===== src/rtl/mau_pkg.sv =====
package mau_pkg;
  localparam int unsigned OP_W = 3;

  typedef enum logic [OP_W-1:0] {
    OP_LW  = 3'd0,
    OP_SW  = 3'd1,
    OP_LB  = 3'd2,
    OP_LBU = 3'd3,
    OP_SB  = 3'd4
  } mau_op_e;

  function automatic logic op_legal(input logic [OP_W-1:0] op);
    return op <= OP_SB;
  endfunction

  function automatic logic op_word(input logic [OP_W-1:0] op);
    return (op == OP_LW) || (op == OP_SW);
  endfunction

  function automatic logic op_store(input logic [OP_W-1:0] op);
    return (op == OP_SW) || (op == OP_SB);
  endfunction

  function automatic logic op_load(input logic [OP_W-1:0] op);
    return (op == OP_LW) || (op == OP_LB) || (op == OP_LBU);
  endfunction
endpackage


===== src/rtl/mau_agu.sv =====
module mau_agu #(
  parameter int unsigned ADDR_W = 32,
  parameter int unsigned OFS_W  = 16,
  parameter int unsigned LANE_W = 2
) (
  input  logic [ADDR_W-1:0] base,
  input  logic [OFS_W-1:0]  ofs,
  input  logic              is_word,
  output logic [ADDR_W-1:0] ea,
  output logic [LANE_W-1:0] lane,
  output logic              misalign
);
  localparam int unsigned EXT_W = ADDR_W - OFS_W;

  logic [ADDR_W-1:0] ofs_ext;

  always_comb begin
    ofs_ext  = {{EXT_W{ofs[OFS_W-1]}}, ofs};
    ea       = base + ofs_ext;
    lane     = ea[LANE_W-1:0];
    misalign = is_word && (lane != '0);
  end
endmodule


===== src/rtl/mau_st_steer.sv =====
module mau_st_steer #(
  parameter int unsigned DATA_W = 32,
  parameter int unsigned BYTE_W = 8,
  localparam int unsigned LANES  = DATA_W / BYTE_W,
  localparam int unsigned LANE_W = $clog2(LANES)
) (
  input  logic              is_byte,
  input  logic [LANE_W-1:0] lane,
  input  logic [DATA_W-1:0] wdata_in,
  output logic [LANES-1:0]  be,
  output logic [DATA_W-1:0] wdata_out
);
  for (genvar g = 0; g < LANES; g++) begin : g_lane
    localparam logic [LANE_W-1:0] ADDR_OF_LANE = LANE_W'(LANES - 1 - g);
    assign be[g] = is_byte ? (lane == ADDR_OF_LANE) : 1'b1;
    assign wdata_out[g*BYTE_W +: BYTE_W] =
      is_byte ? wdata_in[BYTE_W-1:0] : wdata_in[g*BYTE_W +: BYTE_W];
  end
endmodule


===== src/rtl/mau_ld_extract.sv =====
module mau_ld_extract #(
  parameter int unsigned DATA_W = 32,
  parameter int unsigned BYTE_W = 8,
  localparam int unsigned LANES  = DATA_W / BYTE_W,
  localparam int unsigned LANE_W = $clog2(LANES)
) (
  input  logic              is_byte,
  input  logic              sgn,
  input  logic [LANE_W-1:0] lane,
  input  logic [DATA_W-1:0] rdata,
  output logic [DATA_W-1:0] data
);
  logic [BYTE_W-1:0] by_addr [LANES];
  logic [BYTE_W-1:0] sel;

  for (genvar g = 0; g < LANES; g++) begin : g_lane
    assign by_addr[g] = rdata[(LANES-1-g)*BYTE_W +: BYTE_W];
  end

  always_comb begin
    sel = by_addr[lane];
    if (is_byte) begin
      data = {{(DATA_W-BYTE_W){sgn & sel[BYTE_W-1]}}, sel};
    end else begin
      data = rdata;
    end
  end
endmodule


===== src/rtl/mem_access_unit.sv =====
module mem_access_unit
  import mau_pkg::*;
#(
  parameter int unsigned ADDR_W = 32,
  parameter int unsigned DATA_W = 32,
  parameter int unsigned OFS_W  = 16,
  parameter int unsigned TAG_W  = 5,
  localparam int unsigned BYTE_W = 8,
  localparam int unsigned LANES  = DATA_W / BYTE_W,
  localparam int unsigned LANE_W = $clog2(LANES)
) (
  input  logic              clk,
  input  logic              rst_n,
  input  logic              req_valid,
  input  logic [OP_W-1:0]   req_op,
  input  logic [ADDR_W-1:0] req_base,
  input  logic [OFS_W-1:0]  req_ofs,
  input  logic [DATA_W-1:0] req_wdata,
  input  logic [TAG_W-1:0]  req_tag,
  output logic              req_ready,
  input  logic              mem_wait,
  output logic              mem_en,
  output logic              mem_we,
  output logic [LANES-1:0]  mem_be,
  output logic [ADDR_W-1:0] mem_addr,
  output logic [DATA_W-1:0] mem_wdata,
  input  logic [DATA_W-1:0] mem_rdata,
  output logic              rsp_done,
  output logic [TAG_W-1:0]  rsp_tag,
  output logic              rsp_wb,
  output logic [DATA_W-1:0] rsp_data,
  output logic              fault_valid,
  output logic [ADDR_W-1:0] fault_addr
);
  // request decode
  logic              accept;
  logic              is_word;
  logic              is_store;
  logic              is_load;
  logic [ADDR_W-1:0] ea;
  logic [LANE_W-1:0] lane;
  logic              misalign;

  always_comb begin
    is_word   = op_word(req_op);
    is_store  = op_store(req_op);
    is_load   = op_load(req_op);
    req_ready = !mem_wait;
    accept    = req_valid && req_ready && op_legal(req_op);
  end

  mau_agu #(
    .ADDR_W(ADDR_W), .OFS_W(OFS_W), .LANE_W(LANE_W)
  ) u_agu (
    .base(req_base), .ofs(req_ofs), .is_word(is_word),
    .ea(ea), .lane(lane), .misalign(misalign)
  );

  mau_st_steer #(
    .DATA_W(DATA_W), .BYTE_W(BYTE_W)
  ) u_st (
    .is_byte(!is_word), .lane(lane), .wdata_in(req_wdata),
    .be(mem_be), .wdata_out(mem_wdata)
  );

  always_comb begin
    mem_en   = accept && !misalign;
    mem_we   = mem_en && is_store;
    mem_addr = {ea[ADDR_W-1:LANE_W], {LANE_W{1'b0}}};
  end

  // response stage: control flops reset, data flops clock-enabled
  logic              s_vld_q, s_vld_d;
  logic              s_flt_q, s_flt_d;
  logic              s_ld_q,  s_ld_d;
  logic              s_byte_q, s_byte_d;
  logic              s_sgn_q,  s_sgn_d;
  logic [LANE_W-1:0] s_lane_q, s_lane_d;
  logic [TAG_W-1:0]  s_tag_q,  s_tag_d;
  logic [ADDR_W-1:0] s_addr_q, s_addr_d;

  always_comb begin
    s_vld_d  = accept;
    s_flt_d  = accept && misalign;
    s_ld_d   = accept && is_load;
    s_byte_d = !is_word;
    s_sgn_d  = (req_op == OP_LB);
    s_lane_d = lane;
    s_tag_d  = req_tag;
    s_addr_d = ea;
  end

  always_ff @(posedge clk or negedge rst_n) begin
    if (!rst_n) begin
      s_vld_q <= 1'b0;
      s_flt_q <= 1'b0;
      s_ld_q  <= 1'b0;
    end else begin
      s_vld_q <= s_vld_d;
      s_flt_q <= s_flt_d;
      s_ld_q  <= s_ld_d;
    end
  end

  always_ff @(posedge clk) begin
    if (accept) begin
      s_byte_q <= s_byte_d;
      s_sgn_q  <= s_sgn_d;
      s_lane_q <= s_lane_d;
      s_tag_q  <= s_tag_d;
      s_addr_q <= s_addr_d;
    end
  end

  mau_ld_extract #(
    .DATA_W(DATA_W), .BYTE_W(BYTE_W)
  ) u_ld (
    .is_byte(s_byte_q), .sgn(s_sgn_q), .lane(s_lane_q),
    .rdata(mem_rdata), .data(rsp_data)
  );

  always_comb begin
    rsp_done    = s_vld_q;
    rsp_tag     = s_tag_q;
    rsp_wb      = s_vld_q && s_ld_q && !s_flt_q;
    fault_valid = s_vld_q && s_flt_q;
    fault_addr  = s_addr_q;
  end
endmodule


===== config.mk =====
export PLATFORM = sky130hd
export DESIGN_NAME = mem_access_unit
export DESIGN_NICKNAME = d
export VERILOG_FILES = /design/src/rtl/mau_pkg.sv /design/src/rtl/mau_agu.sv /design/src/rtl/mau_st_steer.sv /design/src/rtl/mau_ld_extract.sv /design/src/rtl/mem_access_unit.sv
export SDC_FILE = /design/constraint.sdc
export NUM_CORES = 1
export LEC_CHECK = 0
export ABC_AREA = 0
export BUFFER_PORTS_ARGS = -buffer_cell sky130_fd_sc_hd__buf_2
export CAP_MARGIN = 20
export CORE_UTILIZATION = 40
export DETAILED_ROUTE_END_ITERATION = 6
export PLACE_DENSITY = 0.89
export SETUP_SLACK_MARGIN = 0.3
export SLEW_MARGIN = 20
export SYNTH_ARGS = -nofsm -noshare
export SYNTH_HDL_FRONTEND = slang
export SYNTH_SLANG_ARGS = --single-unit
export TNS_END_PERCENT = 30

===== constraint.sdc =====
create_clock -name clk -period 2.7 [get_ports clk]
set_input_delay 0.27 -clock clk [delete_from_list [all_inputs] [get_ports clk]]
set_output_delay 0.27 -clock clk [all_outputs]
set_load 0.05 [all_outputs]

# Word level (Yosys, flattened, before mapping)

Cells that the tools add are included.

Output and inout port bits: 143
Flip-flop bits (word level): 44

Order comparisons: 2
Equality and inequality tests: 7
Multiplexer cells: 11
$add $sub $neg: 1
Reduce and logical (&&, ||, !) cells: 21
Bitwise operators: 2

Operators by type and width:

| kind                                           | number |
|---|---|
| two-way mux 8 bit                              | 5 |
| adder 32 bit                                   | 1 |
| two-way mux 32 bit                             | 1 |
| binary-select mux 8 bit (select 2 bit)         | 1 |
| logical AND 1 bit                              | 10 |
| == test 3 x 2 -> 1 bit (second input constant) | 2 |
| == test 2 bit (second input constant)          | 2 |
| zero test 1 bit                                | 4 |
| logical OR 1 bit                               | 4 |
| two-way mux 1 bit                              | 4 |
| == test 3 x 1 -> 1 bit (second input constant) | 1 |
| == test 3 bit (second input constant)          | 1 |
| >= comparator 3 bit (second input constant)    | 1 |
| <= comparator 3 bit (second input constant)    | 1 |
| zero test 3 bit                                | 1 |
| inverter 2 -> 3 bit                            | 1 |
| == test 2 x 1 -> 1 bit (second input constant) | 1 |
| zero test 2 bit                                | 1 |
| nonzero test 2 bit                             | 1 |
| bitwise AND 1 bit                              | 1 |

# Depth between registers and ports, before layout

Gate-level depths: netlist of the first run.

Depth after elaboration: 6
Depth in mapped cells: 11
Depth with buffers taken out: 10

# Cells and area by module

A second synthesis of the first run with hierarchy kept.

Cell total of the unflattened synthesis: 478
Area, all modules: 4247.8 µm²

Modules (own cells, without submodules):

| module          | instances | cells an instance | sequential area each (µm²) | area each (µm²) |
|---|---|---|---|---|
| mau_agu         | 1         | 236               | 0.0                        | 1770.4 |
| mem_access_unit | 1         | 63                | 1306.3                     | 1427.6 |
| mau_ld_extract  | 1         | 105               | 0.0                        | 609.3 |
| mau_st_steer    | 1         | 74                | 0.0                        | 440.4 |

# Least setup slack after synthesis of the first run

Ideal clock, no wire load.

Path type: input port to output port
Start point: input req_base[0]
End point: output mem_we
Required time: 2.430 ns
Arrival: 2.718 ns
Path slack: -0.288 ns
Path buffers: 0
Cell stages on the path: 6
Cell sequence: ha_1 inv_1 fa_1 nand2_1 a21oi_1 nor2b_1

Cells in the longest elaborated chain, start to end: 6

Ends and longest elaborated chain:

| element            | RTL line              | text |
|---|---|---|
| start, declared    | mem_access_unit.sv:16 | `input logic [ADDR_W-1:0] req_base,` |
| adder 32 bit       | mau_agu.sv:19         | `ea = base + ofs_ext;` |
| nonzero test 2 bit | mau_agu.sv:21         | `misalign = is_word && (lane != '0);` |
| logical AND 1 bit  | mau_agu.sv:21         |  |
| zero test 1 bit    | mem_access_unit.sv:67 | `mem_en = accept && !misalign;` |
| logical AND 1 bit  | mem_access_unit.sv:67 |  |
| named net mem_en   | mem_access_unit.sv:22 | `output logic mem_en,` |
| logical AND 1 bit  | mem_access_unit.sv:68 | `mem_we = mem_en && is_store;` |
| end, declared      | mem_access_unit.sv:23 | `output logic mem_we,` |

The timed path passes the listed nets, and every way through them passes these cells.

# Final worst setup path of the first run

Start point: input req_base[8]
End point: output mem_addr[26]

Cells in the longest elaborated chain, start to end: 1

Ends and longest elaborated chain:

| element       | RTL line              | text |
|---|---|---|
| adder 32 bit  | mau_agu.sv:19         |  |
| end, declared | mem_access_unit.sv:25 | `output logic [ADDR_W-1:0] mem_addr,` |

Every way passes these cells.

==> out/summary.txt, run 1 <==
Power, Total: 3.660 mW
Rows: 37
Remaining DRCs: 0
CP Launch Type: input port
Routed vias: 4934
Final ANT Viol Nets: 0
Count leader, synth: inv_1
Pwr/cell area: 556.1 nW/um^2
Placeable Area: 10230 sq um
Setup WS pre-CTS: -205.1 ps
Final wirelength: 15370 microns
RSZ-0062 raised after global routing: yes
Largest net degree at the start of global routing: 30
Ant diodes: 0
Worst-path clk slew: 90 ps
Fin Hold WS: 139.0 ps
WL per Instance: 16.85 microns
EDFF count, synth: 39
Ratio of cells with drive above 1 in the final layout: 54.38%
Multi-input gate area: 2867 sq um
Failing checks: setup timing
Most frequent cell on the critical path: buf_4
Post-place instance area: 5847 sq um
Relative slew margins: 51.25%
Max Cap Viol: 0
Mapped Cells: 488
Fin nets: 931
Peak Freq: 0.3585 GHz
First-pass GRT wire length: 22710 microns
Register area: 1246 sq um
Crit path required time: 2430 ps
Async set-reset flop share out of synthesis: 7.143%
Final Slew Violations: 0
Root Buffer: clkbuf_8
Synth top area share: 27.93%
Worst hold start: req_tag[0]
Vias per cell: 5.410
Mapped cell area: 4193 sq um
Fin Setup TNS: -278.3 ps
Setup violations, final: 4
Worst hold stages: 1
FF+latch count, synth: 42
Worst setup path class: input port to primary output
Most common flop cell mapped by yosys: edfxtp_1
Worst Path Max Fanout: 4
Global route total overflow: 0
Layout area overhead: 57.00%
Fillers: 811
RePlAce Congestion: 0.9531
Top cells by count, synth: 46 x inv_1, 41 x buf_4, 41 x o21ai_0
CP top delay family: compound AO/OA/AOI/OAI gates
Synth cell types: 61
Final WS setup: -89.64 ps
Final Instance Area: 6583 sq um
Fin crit period: 2790 ps
Vias in the first global route: 4601
Critical Path, Cell by Cell: buf_2, ha_1, nand2_1, o21ai_1, and2_4, o41ai_4, a21oi_2, buf_4, a311oi_2, xnor2_1, buf_4
Mapped Avg Cell Area: 8.592 sq um
P_leak: 3.384 nW
I/O pins: 267
Final period util: 103.3%
Die area: 10900 sq um
Hold Crit Class: input port to flip-flop
Max VDD drop: 0.0004160 V
Post-layout util: 64.34%
Slowest-stage cell, CP: o41ai_4
CTS buffer count: 5
Final Hold Fails: 0
DR pass1 iterations: 4
Die Y: 104.4 microns
CTS tree: built
Synth warn: 0
Worst-Margin Slew: 726.8 ps
Initial core utilization: 40.98%
Worst path arrival time: 2520 ps
Buffers & Inverters on Critical Path: 3
Hold EP: rsp_tag[0]
Iter 0 DRT Violations: 282
H-tree depth: 2
Slowest Stage Delay on Critical Path: 440 ps
GRT Total Usage: 25.96%
Top cell type by total area after synthesis: edfxtp_1
Sequential-to-total area share from yosys stat: 29.72%
Detailed Place HPWL: 11470 microns
Status: finished with violations
Crit end category: primary output
Non-filler cells, final: 912
Top cells by area, synth: edfxtp_1 28%, ha_1 9.3%, buf_4 7.3%
Sink Count: 42
Initial antenna violation count: 0
I/O Buffers: 264
Buffer depth of the longest clock path: 2
Chip width: 104.4 microns
Placed insts: 892
==> layer usage <==
metal | GRT usage (%) | up-vias | routed length [microns]
li1 | - | 2282 | -
met2 | 48.58 | 272 | 8059
met5 | 0 | - | 0
met1 | 28.72 | 2336 | 5733
met3 | 4.386 | 44 | 995
met4 | 10.71 | 0 | 578
==> placed cells by master (no fill, tap or decap), types with 19 or more instances in the layout <==
cell | synthesis | routed
a21o_1 | 36 | 36
a21oi_1 | 33 | 27
buf_2 | 0 | 239
buf_4 | 41 | 77
buf_6 | 0 | 20
edfxtp_1 | 39 | 39
inv_1 | 46 | 44
nand2_1 | 40 | 38
nor2_1 | 21 | 19
==> report_power, final <==
part	switching, mW	total [mW]	internal (mW)	leakage (nW)
Combinational	1.57	2.34	0.771	2.93
Sequential	0.0153	0.807	0.792	0.400
Clock	0.237	0.514	0.277	0.0514
==> cell families after synthesis <==
logic type / share of synthesized area, %
muxes: 2.716
xor gates and xnor gates: 5.849
AOI/OAI and AO/OA: 26.05
buffers and inverters: 13.10
adders and majority gates: 9.728
and+or+nand+nor: 12.74
DFF: 29.72
other: 0.08944
==> repair_timing <==
item / in CTS / in global routing
resized for setup: 70 / 38
hold buffers: 1 / 0
setup endpoints to repair: 22 / 23
buffers inserted: 6 / 5
hold endpoints to repair: 3 / 0
pin swaps: 40 / 24
==> worst max path at each step <==
stage                     start  slack, ps  cells past startpoint      endpoint
floorplan           req_base[0]         90                     11  mem_addr[28]
global placement    req_base[0]       -120                     13  mem_addr[30]
detailed placement  req_base[0]       -210                     12  mem_addr[28]
CTS                  req_ofs[0]        -30                     13  mem_addr[26]
global route        req_base[0]       -160                     13  mem_addr[26]
finish              req_base[8]        -90                     11  mem_addr[26]
==> sequential cells by signal, summed over array words and instances (netlist names) <==
signal      flops
fault_addr     31
rsp_tag         5
rsp_done        1
s_byte_q        1
s_flt_q         1
s_lane_q        1
s_ld_q          1
s_sgn_q         1
==> layout make-up <==
cell class	count	area share [%]
clock buffer	6	1.102
clock inverter	2	0.5702
inverter	46	2.623
multi-input combinational	342	43.55
sequential	42	18.93
tap	136	2.585
timing repair buffer	338	30.64
(Power assumes the default switching activity.)
==> run 2: changes to the inputs <==
--- a/config.mk
+++ b/config.mk
@@ -13,3 +13,3 @@
 export PLACE_DENSITY = 0.89
-export SETUP_SLACK_MARGIN = 0.3
+export SETUP_SLACK_MARGIN = 0.15
 export SLEW_MARGIN = 20
--- a/constraint.sdc
+++ b/constraint.sdc
@@ -3,2 +3,2 @@
 set_output_delay 0.27 -clock clk [all_outputs]
-set_load 0.05 [all_outputs]
+set_load 0.005 [all_outputs]
==> run 2 against run 1 <==
  * The run still ends with setup timing left
  * Non-clock buffer count shrank 24
  * Final cell count is 2.6% lower
  * Critical path depth is 2 higher
  * First-iteration DRC count grew 33%
  * Via count fell by 3.7%
  * Setup slack worse by 22 ps
  * Sequential share of layout area up 1.6 points
  * Critical path type unchanged
  * Critical endpoint is now mem_addr[30]
==> out/summary.txt, run 2 (synthesis gave the netlist of run 1 again) <==
Status: finished with violations
Failing checks: setup timing
DR pass1 iterations: 5 (+1)
CTS tree: built
I/O pins: 267 (unchanged)
First-pass GRT wire length: 22160 microns (-2.4%)
Relative slew margins: 40.61% (-11 points)
CP Launch Type: input port
Max FFs per register: 31 (unchanged)
Worst setup path class: input port to primary output
Global route total overflow: 0 (unchanged)
Vias per cell: 5.351 (-1.1%)
Worst-path clk slew: 90 ps (about the same)
Routed wl met2: 7892 microns (-2.1%)
Setup WS pre-CTS: -125.3 ps (+79.84 ps)
Final period util: 104.1% (+0.82 points)
Pwr/cell area: 428.1 nW/um^2 (-23%)
Non-filler cells, final: 888 (-2.6%)
Most frequent cells in the layout: 261 x buf_2, 44 x inv_1, 44 x buf_4
Commonest non-fill, non-tap cell in the layout: buf_2
Detailed Place HPWL: 11410 microns (-0.53%)
Chip width: 104.4 microns (unchanged)
Placeable Area: 10230 sq um (unchanged)
Met3 WL post-DR: 983 microns (-1.2%)
Final Hold Fails: 0 (unchanged)
Final ANT Viol Nets: 0 (unchanged)
RePlAce Congestion: 0.9684 (+1.6%)
Die area: 10900 sq um (unchanged)
Vias in the first global route: 4342 (-5.6%)
Die Y: 104.4 microns (unchanged)
Remaining DRCs: 0 (unchanged)
CP Launch Point: req_ofs[0]
CTS buffer count: 5 (unchanged)
Final wirelength: 14910 microns (-3.0%)
Max VDD drop: 0.0002600 V (-37%)
Fin Hold WS: 145.8 ps (+6.802 ps)
GRT Total Usage: 25.47% (-0.50 points)
Buffer depth of the longest clock path: 2 (unchanged)
Setup violations, final: 2 (-2)
RSZ-0062 raised after global routing: yes
Final Slew Violations: 0 (unchanged)
Largest net degree at the start of global routing: 42 (+40%)
Final WS setup: -111.8 ps (-22.19 ps)
Layout area overhead: 44.58%
Ratio of cells with drive above 1 in the final layout: 48.94% (-5.4 points)
Iter 0 DRT Violations: 376 (+33%)
Highest routed layer: met4
Routed vias: 4752 (-3.7%)
I/O Buffers: 264 (unchanged)
Sink Count: 42 (unchanged)
Worst path arrival time: 2540 ps (+20 ps)
Worst-Margin Slew: 879.7 ps (+152.9 ps)
Hold Crit Class: input port to flip-flop
WL per Instance: 16.79 microns (-0.34%)
Peak Freq: 0.3556 GHz (-0.79%)
Fillers: 912 (+12%)
Final Instance Area: 6062 sq um (-7.9%)
Crit end category: primary output
Rows: 37 (unchanged)
Fin crit period: 2812 ps (+22.19 ps)
Max Cap Viol: 0 (unchanged)
M1 WL: 5466 microns (-4.7%)
Worst hold start: req_tag[1]
Crit path required time: 2430 ps (about the same)
P_leak: 3.176 nW (-6.2%)
Ant diodes: 0 (unchanged)
Placed insts: 867 (-2.8%)
Initial antenna violation count: 0 (unchanged)
Power, Total: 2.595 mW (-29%)
Post-place instance area: 5597 sq um (-4.3%)
Initial core utilization: 40.98% (unchanged)
Worst Path Max Fanout: 3 (-1)
H-tree depth: 2 (unchanged)
Root Buffer: clkbuf_8
Fin nets: 907 (-2.6%)
-- run 2: where the power goes --
part	switching (mW)	total [mW]	internal, mW
combinational	0.660	1.27	0.608
clock	0.243	0.519	0.276
sequential	0.0159	0.808	0.792
total	0.919	2.59	1.68
-- run 2: layout make-up --
cell class                      instances  area, sq um  share of cell area [%]
Tap cell                              136        170.2                   2.807
Sequential cell                        42         1246                   20.56
Multi-Input combinational cell        342         2619                   43.20
Clock buffer                            5        68.82                   1.135
Inverter                               46        172.7                   2.848
Timing Repair Buffer                  314         1740                   28.71
Clock inverter                          3        45.04                  0.7430
-- run 2: worst paths after layout --
path                           endpoint  depth (start not counted)  slack (ps)
min                          rsp_tag[1]                          1         150
min in group asynchronous      rsp_done                          2         280
max                        mem_addr[30]                         13        -110
max in group asynchronous        s_ld_q                          2        2320
-- run 2: timing repair --
action / in CTS / in global routing
pin swaps: 24 / 19
setup endpoints to repair: 14 / 17
hold buffers: 1 / 0
resized for setup: 18 / 31
setup buffers: 12 / 0
gates cloned: 0 / 0
hold endpoints to repair: 3 / 0
-- run 2: per-stage QoR --
step                      utilization, %  TNS (ps)
after floorplan                        -         0
after global placement             54.70    -60.93
after detailed placement           54.70    -380.1
after CTS                          57.63    -30.33
after global routing               59.25    -649.5
final                              59.25    -131.2
-- run 2: worst max-delay path, cell delays in order --
cell	delay (ps)
buf_8	70
ha_4	130
inv_2	40
fa_2	360
nor2b_4	150
o2111ai_4	150
a21oi_4	230
o41ai_4	110
a21oi_2	240
buf_4	160
a41oi_2	120
xnor2_1	300
buf_2	200
-- run 2: routing by layer --
metal / track usage, % / vias to the layer above
li1: - / 2231
met1: 28.91 / 2226
met2: 47.11 / 251
met3: 3.885 / 44
met4: 10.41 / 0
met5: 0 / -
==> run 3: changes to the inputs <==
--- a/config.mk
+++ b/config.mk
@@ -12,5 +12,6 @@
 export DETAILED_ROUTE_END_ITERATION = 6
+export GPL_TIMING_DRIVEN = 1
 export PLACE_DENSITY = 0.89
 export SETUP_SLACK_MARGIN = 0.15
-export SLEW_MARGIN = 20
+export SLEW_MARGIN = 10
 export SYNTH_ARGS = -nofsm -noshare
--- a/constraint.sdc
+++ b/constraint.sdc
@@ -3,2 +3,2 @@
 set_output_delay 0.27 -clock clk [all_outputs]
-set_load 0.005 [all_outputs]
+set_load 0.1 [all_outputs]
==> run 3 against run 2 <==
  * The flow finishes with violations (DRC, setup timing)
  * Non-clock buffer count increased by 27
  * Design area rose by 30%
  * Clock power up 24%
  * Combinational power grew to 3.1 times the previous value
  * Sequential power increased by 0.9%
  * Via count increased by 21%
  * Clock-buffer cell count unchanged
  * Setup slack worse by 270 ps
  * First-iteration DRC count up 82%
  * Critical path type unchanged
  * Critical endpoint unchanged
==> out/summary.txt, run 3 (synthesis gave the netlist of run 1 again) <==
I/O pins: 267 (unchanged)
Final wirelength: 22200 microns (+49%)
Setup violations, final: 15 (+13)
Fin Setup TNS: -2005 ps (-1874 ps)
Pwr/cell area: 689.1 nW/um^2 (+61%)
Worst-path clk slew: 90 ps (about the same)
Share of total power in combinational logic: 73.1% (+24 points)
Final Hold Fails: 0 (unchanged)
Ratio of cells with drive above 1 in the final layout: 60.85% (+12 points)
First-pass GRT wire length: 28840 microns (+30%)
RSZ-0062 raised after global routing: yes
Routed wl met2: 10340 microns (+31%)
CTS buffer count: 5 (unchanged)
Final period util: 114.0% (+9.9 points)
Initial core utilization: 40.98% (unchanged)
Clock share of power: 11.9% (-8.1 points)
Ant diodes: 0 (unchanged)
Sink Count: 42 (unchanged)
Crit end category: primary output
Highest routed layer: met4
Worst hold stages: 1 (unchanged)
Vias in the first global route: 5434 (+25%)
Global route total overflow: 0 (unchanged)
GRT Total Usage: 33.63% (+8.2 points)
Max VDD drop: 0.0006517 V (+150%)
Remaining DRCs: 77 (+77)
Worst setup path class: input port to primary output
Worst path arrival time: 2810 ps (+270 ps)
Die area: 10900 sq um (unchanged)
RePlAce Congestion: 0.9098 (-6.1%)
Relative slew margins: 42.55% (+1.9 points)
DR pass1 iterations: 7 (+2)
CTS tree: built
Worst Path Max Fanout: 13 (+10)
Failing checks: DRC, setup timing
Worst hold start: req_tag[4]
Largest net degree at the start of global routing: 34 (-19%)
Die Y: 104.4 microns (unchanged)
CP Launch Type: input port
Chip width: 104.4 microns (unchanged)
Buffer depth of the longest clock path: 2 (unchanged)
Seq pwr share: 15.0% (-16 points)
Max FFs per register: 31 (unchanged)
Fillers: 551 (-40%)
M1 WL: 7392 microns (+35%)
Initial antenna violation count: 0 (unchanged)
Met3 WL post-DR: 2750 microns (+180%)
Setup WS pre-CTS: -359.0 ps (-233.8 ps)
Fin crit period: 3078 ps (+266.5 ps)
Switch share: 56.78% (+21 points)
Max Cap Viol: 0 (unchanged)
Multi-input gate area: 3336 sq um (+27%)
Fin nets: 934 (+3.0%)
Peak Freq: 0.3248 GHz (-8.7%)
CP Launch Point: req_ofs[15]
WL per Instance: 24.27 microns (+45%)
Placeable Area: 10230 sq um (unchanged)
Routed vias: 5746 (+21%)
Layout area overhead: 87.56%
I/O Buffers: 264 (unchanged)
Crit path required time: 2430 ps (about the same)
Iter 0 DRT Violations: 684 (+82%)
Hold EP: rsp_tag[4]
Vias per cell: 6.280 (+17%)
Hold Crit Class: input port to flip-flop
Status: finished with violations
Detailed Place HPWL: 13020 microns (+14%)
H-tree depth: 2 (unchanged)
Register area: 1246 sq um (unchanged)
Root Buffer: clkbuf_8
P_leak: 3.760 nW (+18%)
Final ANT Viol Nets: 0 (unchanged)
Most frequent cells in the layout: 205 x buf_2, 71 x buf_4, 56 x buf_12
Final Slew Violations: 0 (unchanged)
Internal power: 2.342 mW (+40%)
Commonest non-fill, non-tap cell in the layout: buf_2
Worst-Margin Slew: 851.0 ps (-28.69 ps)
Rows: 37 (unchanged)
Sw Pwr: 3.077 mW (+230%)
Final WS setup: -378.4 ps (-266.5 ps)
run 3: cell types whose count changed in the layout (fill, tap and decap cells not counted), moves of 7 or more:
cell | before | now
a21oi_2 | 9 | 17
o21ai_2 | 3 | 10
o221ai_4 | 0 | 7
o21ai_4 | 0 | 20
a21oi_1 | 27 | 18
buf_4 | 44 | 71
ha_1 | 25 | 13
xnor2_1 | 17 | 9
buf_2 | 261 | 205
o221ai_1 | 7 | 0
buf_12 | 0 | 56
ha_4 | 5 | 12
o21ai_0 | 37 | 8
run 3: final cells by class:
cell class	count	area share [%]
clock buffer	5	0.8751
clock inverter	3	0.8751
inverter	46	2.243
multi-input combinational	342	42.42
sequential	42	15.85
tap	136	2.164
timing repair buffer	341	35.58
run 3: metal layers:
layer  global-route usage [%]  up-vias
met5                        0        -
met4                    16.73        0
met3                    6.328      217
met2                    60.55      615
met1                    37.68     2629
li1                         -     2285
run 3: metrics by stage:
| stage | instance area [sq um] | hold slack, ps | utilization (%) | std cells | total power [mW] |
|---|---|---|---|---|---|
| after floorplan | 4652 | -25.59 | - | 489 | 3.440 |
| after CTS | 7518 | 136.2 | 73.49 | 911 | 5.137 |
| after global routing | 7864 | 123.3 | 76.86 | 915 | 5.483 |
| final | 7864 | 135.3 | 76.86 | 915 | 5.419 |
| after detailed placement | 7019 | 66.83 | 68.61 | 891 | 4.380 |
| after global placement | 7019 | 64.43 | 68.61 | 891 | 4.324 |
run 3: worst max-delay path by stage:
stage / end / slack (ps) / cells past startpoint
floorplan: mem_addr[28] / 20 / 11
global placement: mem_addr[28] / -170 / 12
detailed placement: mem_addr[24] / -360 / 13
CTS: mem_addr[28] / -70 / 12
global route: mem_addr[30] / -520 / 12
finish: mem_addr[30] / -380 / 12
run 3: worst max-delay path: stages:
cell and delay [ps]:
buf_12 130, ha_1 530, buf_4 200, nand4_1 220
nand2_1 190, o21ai_0 140, a21oi_2 180, buf_4 150
a41oi_2 120, xnor2_1 290, buf_4 190, buf_12 170
run 3: power by group through the flow:
stage | registers, mW | clock network, mW | logic (mW)
CTS | 0.812 | 0.619 | 3.71
finish | 0.815 | 0.645 | 3.96
global placement | 0.823 | 0 | 3.50
global route | 0.818 | 0.662 | 4.00
floorplan | 1.16 | 0 | 2.28
detailed placement | 0.826 | 0 | 3.55
run 3: repair_timing:
action,4_1_cts,5_1_grt
hold buffers,1,0
pin swaps,34,34
buffers inserted,11,4
hold endpoints to repair,3,0
endpoints found under the setup margin,20,22
gates resized for setup,52,59
